===== src/rtl/vmask_pkg.sv =====
package vmask_pkg;
  typedef enum logic [1:0] {
    OP_CMPNE = 2'd0,
    OP_SUB   = 2'd1,
    OP_DIV   = 2'd2,
    OP_CLRM  = 2'd3
  } vm_op_e;
endpackage


===== src/rtl/vmask_seq.sv =====
module vmask_seq #(
  parameter  int MVL = 8,
  localparam int IW  = (MVL > 1) ? $clog2(MVL) : 1,
  localparam int LW  = $clog2(MVL + 1)
) (
  input  logic          clk_i,
  input  logic          rst_ni,
  input  logic          start_i,
  input  logic [LW-1:0] len_i,
  output logic          busy_o,
  output logic [IW-1:0] idx_o,
  output logic          done_o
);
  logic [LW-1:0] len_q;
  logic [IW-1:0] idx_q;
  logic          busy_q, done_q, last;

  assign last = (LW'(idx_q) == len_q - LW'(1));

  always_ff @(posedge clk_i or negedge rst_ni) begin
    if (!rst_ni) begin
      len_q  <= '0;
      idx_q  <= '0;
      busy_q <= 1'b0;
      done_q <= 1'b0;
    end else begin
      done_q <= 1'b0;
      if (start_i) begin
        busy_q <= 1'b1;
        idx_q  <= '0;
        len_q  <= len_i;
      end else if (busy_q) begin
        if (last) begin
          busy_q <= 1'b0;
          done_q <= 1'b1;
        end else begin
          idx_q <= idx_q + 1'b1;
        end
      end
    end
  end

  assign busy_o = busy_q;
  assign idx_o  = idx_q;
  assign done_o = done_q;


  done_pulse_chk: assert property (@(posedge clk_i) disable iff (!rst_ni)
    done_q |=> !done_q);

  start_idle_chk: assert property (@(posedge clk_i) disable iff (!rst_ni)
    start_i |-> (!busy_q && !done_q && len_i != '0));
endmodule


===== src/rtl/vmask_alu.sv =====
module vmask_alu
  import vmask_pkg::*;
#(
  parameter int W = 16
) (
  input  vm_op_e         op_i,
  input  logic [W-1:0]   a_i,
  input  logic [W-1:0]   b_i,
  input  logic [W-1:0]   s_i,
  input  logic           act_i,
  output logic [W-1:0]   res_o,
  output logic           vec_we_o,
  output logic           mask_we_o,
  output logic           mask_val_o,
  output logic           dz_o
);
  always_comb begin
    res_o      = '0;
    vec_we_o   = 1'b0;
    mask_we_o  = 1'b0;
    mask_val_o = 1'b0;
    dz_o       = 1'b0;
    unique case (op_i)
      OP_CMPNE: begin
        mask_we_o  = 1'b1;
        mask_val_o = (a_i != s_i);
      end
      OP_SUB: begin
        vec_we_o = act_i;
        res_o    = act_i ? (a_i - b_i) : '0;
      end
      OP_DIV: begin
        // gate the divide itself, not only the write
        vec_we_o = act_i;
        dz_o     = act_i && (b_i == '0);
        res_o    = !act_i ? '0 : (b_i == '0) ? '1 : (a_i / b_i);
      end
      default: ;
    endcase
  end
endmodule


===== src/rtl/vmask_unit.sv =====
module vmask_unit
  import vmask_pkg::*;
#(
  parameter  int W    = 16,
  parameter  int MVL  = 8,
  parameter  int NREG = 8,
  localparam int IW   = (MVL > 1) ? $clog2(MVL) : 1,
  localparam int LW   = $clog2(MVL + 1),
  localparam int RW   = (NREG > 1) ? $clog2(NREG) : 1
) (
  input  logic             clk_i,
  input  logic             rst_ni,
  input  logic             in_valid_i,
  output logic             in_ready_o,
  input  logic [1:0]       in_op_i,
  input  logic [RW-1:0]    in_vd_i,
  input  logic [RW-1:0]    in_va_i,
  input  logic [RW-1:0]    in_vb_i,
  input  logic [W-1:0]     in_scalar_i,
  input  logic             vl_we_i,
  input  logic [LW-1:0]    vl_i,
  input  logic             wr_en_i,
  input  logic [RW-1:0]    wr_reg_i,
  input  logic [IW-1:0]    wr_idx_i,
  input  logic [W-1:0]     wr_data_i,
  input  logic [RW-1:0]    rd_sel_i,
  output logic [MVL*W-1:0] rd_vec_o,
  output logic [MVL-1:0]   mask_o,
  output logic [LW-1:0]    vl_o,
  output logic             done_o,
  output logic             dz_flag_o,
  input  logic             dz_clr_i
);
  logic [W-1:0]   vrf_q [NREG][MVL];
  logic [MVL-1:0] mask_q;
  logic [LW-1:0]  vl_q;
  logic           dz_q;

  vm_op_e        op_q;
  logic [RW-1:0] vd_q, va_q, vb_q;
  logic [W-1:0]  sc_q;

  logic          busy, done, accept;
  logic [IW-1:0] idx;
  logic [LW-1:0] start_len;
  logic [W-1:0]  res;
  logic          vec_we, mask_we, mask_val, dz_hit;

  assign in_ready_o = !busy && !done;
  assign accept     = in_valid_i && in_ready_o;
  assign start_len  = (vm_op_e'(in_op_i) == OP_CLRM) ? LW'(1) : vl_q;

  always_ff @(posedge clk_i or negedge rst_ni) begin
    if (!rst_ni) begin
      op_q <= OP_CMPNE;
      vd_q <= '0;
      va_q <= '0;
      vb_q <= '0;
      sc_q <= '0;
    end else if (accept) begin
      op_q <= vm_op_e'(in_op_i);
      vd_q <= in_vd_i;
      va_q <= in_va_i;
      vb_q <= in_vb_i;
      sc_q <= in_scalar_i;
    end
  end

  vmask_seq #(.MVL(MVL)) u_seq (
    .clk_i   (clk_i),
    .rst_ni  (rst_ni),
    .start_i (accept),
    .len_i   (start_len),
    .busy_o  (busy),
    .idx_o   (idx),
    .done_o  (done)
  );

  vmask_alu #(.W(W)) u_alu (
    .op_i       (op_q),
    .a_i        (vrf_q[va_q][idx]),
    .b_i        (vrf_q[vb_q][idx]),
    .s_i        (sc_q),
    .act_i      (mask_q[idx]),
    .res_o      (res),
    .vec_we_o   (vec_we),
    .mask_we_o  (mask_we),
    .mask_val_o (mask_val),
    .dz_o       (dz_hit)
  );

  always_ff @(posedge clk_i or negedge rst_ni) begin
    if (!rst_ni) begin
      for (int r = 0; r < NREG; r++)
        for (int e = 0; e < MVL; e++)
          vrf_q[r][e] <= '0;
    end else begin
      if (wr_en_i) vrf_q[wr_reg_i][wr_idx_i] <= wr_data_i;
      if (busy && vec_we) vrf_q[vd_q][idx] <= res;
    end
  end

  always_ff @(posedge clk_i or negedge rst_ni) begin
    if (!rst_ni) begin
      mask_q <= '1;
    end else if (busy) begin
      if (op_q == OP_CLRM) mask_q <= '1;
      else if (mask_we)    mask_q[idx] <= mask_val;
    end
  end

  always_ff @(posedge clk_i or negedge rst_ni) begin
    if (!rst_ni) begin
      vl_q <= LW'(MVL);
    end else if (vl_we_i && in_ready_o && vl_i != '0 && vl_i <= LW'(MVL)) begin
      vl_q <= vl_i;
    end
  end

  always_ff @(posedge clk_i or negedge rst_ni) begin
    if (!rst_ni)             dz_q <= 1'b0;
    else if (busy && dz_hit) dz_q <= 1'b1;
    else if (dz_clr_i)       dz_q <= 1'b0;
  end

  for (genvar e = 0; e < MVL; e++) begin : g_rd
    assign rd_vec_o[e*W +: W] = vrf_q[rd_sel_i][e];
  end

  assign mask_o    = mask_q;
  assign vl_o      = vl_q;
  assign done_o    = done;
  assign dz_flag_o = dz_q;


  accept_busy_chk: assert property (@(posedge clk_i) disable iff (!rst_ni)
    accept |=> !in_ready_o);

  arith_mask_hold_chk: assert property (@(posedge clk_i) disable iff (!rst_ni)
    (busy && (op_q == OP_SUB || op_q == OP_DIV)) |=> $stable(mask_q));

  clrm_fill_chk: assert property (@(posedge clk_i) disable iff (!rst_ni)
    (busy && op_q == OP_CLRM) |=> (mask_q == '1 && done_o));

  masked_dz_chk: assert property (@(posedge clk_i) disable iff (!rst_ni)
    (busy && op_q == OP_DIV && !mask_q[idx] && !dz_q) |=> !dz_q);

  vl_range_chk: assert property (@(posedge clk_i) disable iff (!rst_ni)
    (vl_q != '0 && vl_q <= LW'(MVL)));

  dz_sticky_chk: assert property (@(posedge clk_i) disable iff (!rst_ni)
    (dz_q && !dz_clr_i) |=> dz_q);
endmodule


===== config.mk =====
export PLATFORM = sky130hd
export DESIGN_NAME = vmask_unit
export DESIGN_NICKNAME = d
export VERILOG_FILES = /design/src/rtl/vmask_pkg.sv /design/src/rtl/vmask_seq.sv /design/src/rtl/vmask_alu.sv /design/src/rtl/vmask_unit.sv
export SDC_FILE = /design/constraint.sdc
export NUM_CORES = 2
export LEC_CHECK = 0
export BUFFER_PORTS_ARGS = -buffer_cell sky130_fd_sc_hd__buf_2
export CORE_UTILIZATION = 40
export CTS_CLUSTER_DIAMETER = 80
export DETAILED_ROUTE_END_ITERATION = 7
export PLACE_DENSITY = 0.55
export SLEW_MARGIN = 25
export SYNTH_ARGS = -nofsm -noshare
export SYNTH_HDL_FRONTEND = slang
export SYNTH_HIERARCHICAL = 1
export SYNTH_SLANG_ARGS = --single-unit
export TNS_END_PERCENT = 1

===== constraint.sdc =====
create_clock -name clk_i -period 47.1 [get_ports clk_i]
set_input_delay 7.065 -clock clk_i [delete_from_list [all_inputs] [get_ports clk_i]]
set_output_delay 7.065 -clock clk_i [all_outputs]
set_load 0.01 [all_outputs]

==> results.txt <==
The clock tree synthesis step divided the H-tree into 4 levels. The post-route clock period utilization came out at about three quarters. Once the floorplan was initialized, standard cells occupied around 40% of the core.

The number of port buffers is between 200 and 250. The share of synthesized cell area in and, or, nand and nor gates is under 10%. By instance count, the cell type seen most on the critical path is ha_1. The count of nets after finishing came out at slightly below 8,000.

The count of distinct cell types in the synthesized netlist came out at about 120. The number of pins exceeding their max-slew limit in the final report came out at 0. The vias after detailed routing came out at 67,790. The fraction of synthesized cell area taken by the top area cell type came out at roughly a third. After synthesis, the largest family of logic cells by area is multiplexers. The clock transition at the registers of the reported paths is about 0.060 ns. The via count of the first global-routing pass is 64,010. The number of antenna violations at the first check in global routing is 34.

The die is around 450 um wide. After synthesis, the mean cell area works out to 10.57 um2. The min-delay analysis places its worst path in the category flip-flop to flip-flop. The post-cts resize count is 0. The flow ran to the end, and the final reports show no timing, DRC or antenna violations.

For this run, the total global-route usage over all layers was measured as approximately a third. The count of max-cap constraint violations came out at 0. The number of setup violations in the final report is 0. Setup repair after global routing left no endpoint under its margin. For this run, the leading register cell type out of synthesis is dfrtp_1. The count of flip-flops with a built-in enable after synthesis is 0. At the worst endpoint, the arrival time is approximately 37 ns.

In the post-synthesis netlist, the biggest area contributors are dfrtp_1, mux4_2, mux2i_1, a21oi_1, nor2_1. The post-synthesis register bit count is roughly 1,100. Of all nets on the critical path, the largest fanout is 64. Summing the areas of all xor and xnor instances in the mapped netlist gives approximately 1.1% of the synthesized area. The beginning of the critical path is vb_q[0].

The register area share after synthesis came out at 32.74%. The shortest clock period the worst path allows after layout came out at 35.89 ns. The count of buffers added by post-CTS timing repair for setup came out at 0. The CTS buffer count came out at around 140. The number of failing hold endpoints at the final stage is 0.

The count of routing violations after the opening detailed-route iteration came out at ~8,400. The number of ports placed on the die boundary is between 200 and 250. Entering global routing, the biggest net connects ~150 pins. After detailed routing, the number of remaining DRC violations is 0. Clock tree synthesis selected as its root buffer the cell clkbuf_16.

The wire length of the first global-routing pass came out at 497,600 um. The class of the most critical setup path is flip-flop to flip-flop. Of all cell types, the one taking the most synthesized area is dfrtp_1. Setup slack on the worst reg-to-reg path comes out at 11.21 ns. The HPWL after detailed placement is around 230,000 um. Measured against its own limit, the worst slew margin works out to between 15 and 20%.

The number of clock sinks is 1,073. In this run, post-CTS hold repair placed 0 buffers. The setup TNS after final layout came out at 0 ns. The core area came out at between 200,000 and 250,000 um2. The warning count from the yosys run came out at 6. The pre-antenna-repair detailed-routing pass consisted of 8 iterations. Of the cells placed in the final design, the portion with a size suffix greater than 1 is about 23%. In this run the vertical extent of the chip is 454.9 um. The synthesized netlist devotes approximately 11% of its cell area to compound gates. For this run the aggregate overflow at the end of global routing stands at 0. Synthesis produced a netlist with a net count of between 7,000 and 8,000. The largest stage delay on the critical path came out at 0.82 ns. After detailed routing, the average wire length per cell comes to 34.18 um.

The die area is about 210,000 um2. Of the total synthesized cell area, the portion taken by full adders, half adders and majority gates is under 10%. The cell type of the slowest stage on the worst timing path is a2111oi_1. The number of nets with antenna violations after detailed routing is 0. The proportion of synthesized flip-flops having asynchronous set or reset is 100.0%. The instance count of the mapped netlist came out at approximately 7,800.

The area of the mapped netlist is around 82,000 um2. The maximum achievable frequency came out at roughly 28 MHz. TritonCTS built the clock tree. Routability-driven placement finished with a final weighted congestion of between 0.9 and 1. In this run the worst setup path terminates at vrf_q[368].

The clock reaches the later pin of the worst-skew pair after between 0.8 and 0.9 ns. The deepest clock path buffer count came out at 3. The area added between synthesis and finish is 9.440%. STA classifies the critical path startpoint as a flip-flop.

The worst setup skew after layout came out at ~0.052 ns. The startpoint of the lowest-slack register-to-register path is vb_q[0]. The total wire length after detailed routing came out at roughly 350,000 um. Dividing the detail-routed via count by the number of cells gives around 6.5. The worst reg2reg path depth is 123. The critical path required time is 47.76 ns. The portion of netlist area occupied by mux cells is 38.92%. The worst hold path passes through 2 cells. The worst setup path is captured at a flip-flop. The number of rows created at floorplan is around 170.

At the pin with the least slew margin, the transition time is about 1.2 ns. The terminus of the critical flop-to-flop path is vrf_q[368].
[synth_stat cells (all sizes together), types with 6 or more instances]
master / number
nor2: 1199
and3b: 6
nand3b: 9
nand3: 46
nor3: 62
nand2b: 29
nand4: 18
dfstp: 9
a21o: 41
xnor2: 60
mux2i: 1259
a21oi: 1133
xor2: 40
o311ai: 12
buf: 352
o31ai: 11
inv: 64
or3b: 8
a22oi: 11
mux2: 192
a31oi: 21
or3: 17
or2: 23
o21bai: 9
a21boi: 9
a221oi: 14
o21a: 32
or4: 28
ha: 157
a2111oi: 10
o211ai: 26
a211oi: 12
clkbuf: 434
o21ai: 109
o22ai: 105
dfrtp: 1064
a211o: 14
and2: 22
nor2b: 22
mux4: 762
and3: 19
nand2: 211
nor4: 10
[metal layers]
layer	GRT usage (%)	up-vias	wire length (um)
met4	21.59	20	26310
met2	49.95	4082	154200
met5	0	-	137
met3	10.32	906	40340
met1	42.69	34130	132700
li1	-	28650	-
[sequential cells by signal, indices dropped and copies added (netlist names), 2 cells and up]
| signal | flops |
|---|---|
| mask_o | 8 |
| vb_q | 3 |
| u_seq/idx_o | 3 |
| sc_q | 16 |
| va_q | 3 |
| op_q | 2 |
| vd_q | 3 |
| vl_o | 4 |
| u_seq/len_q | 4 |
| vrf_q | 1024 |
[worst min-delay path by stage]
stage	slack, ns	endpoint	start
6_report	0.52	dz_flag_o	dz_flag_o
3_5_place_dp	0.51	dz_flag_o	dz_flag_o
2_1_floorplan	0.50	sc_q[0]	sc_q[0]
3_3_place_gp	0.51	dz_flag_o	dz_flag_o
5_1_grt	0.55	vl_o[2]	vl_o[2]
4_1_cts	0.52	dz_flag_o	dz_flag_o
[layout make-up]
cell class,count,area (um2)
antenna,11,27.53
clock buffer,202,3973
clock inverter,34,380.4
fill,18870,113100
inverter,65,251.5
multi-input combinational,5836,51790
sequential,1073,26890
tap,2672,3343
timing repair buffer,458,3147
[through the flow]
stage	hold slack (ns)	cell area (um2)	setup WS, ns	cells	util [%]
detailed placement	0.5110	85390	11.77	10100	42.08
global route	0.5482	89780	8.912	10340	44.24
global placement	0.5109	85250	12.46	10100	42.01
CTS	0.5210	89740	11.73	10340	44.22
finish	0.5190	89800	11.21	10350	44.25
floorplan	0.5008	82060	19.39	7760	-
[cell families (layout without fill, tap and decap cells)]
logic type	count (synthesis)	in the layout
buf+inv	851	759
xor+xnor	100	100
flops	1073	1073
fa+ha+maj	158	158
compound gates	1617	1617
simple gates	1748	1748
mux	2213	2213
other cells	0	11
[cells in the final DEF (no fill, tap or decap), drive strengths merged, types with 62 or more instances in the layout]
cell type / instances
a21oi: 1133
buf: 458
clkbuf: 202
dfrtp: 1064
ha: 157
inv: 73
mux2: 192
mux2i: 1259
mux4: 762
nand2: 211
nor2: 1199
nor3: 62
o21ai: 109
o22ai: 105
[worst max-delay path, delay by kind of cell (launching register included)]
family                     cells  cell delay [ns]
and+or+nand+nor               32             7.75
AOI/OAI and AO/OA             58            16.04
buffers and inverters         12             3.59
muxes                          6             2.78
DFF                            1             0.76
adders and majority gates     15             4.47
Power is left out: the tool's default activity adds up to more than one toggle a clock period on the data nets, which glitch-free logic cannot reach.
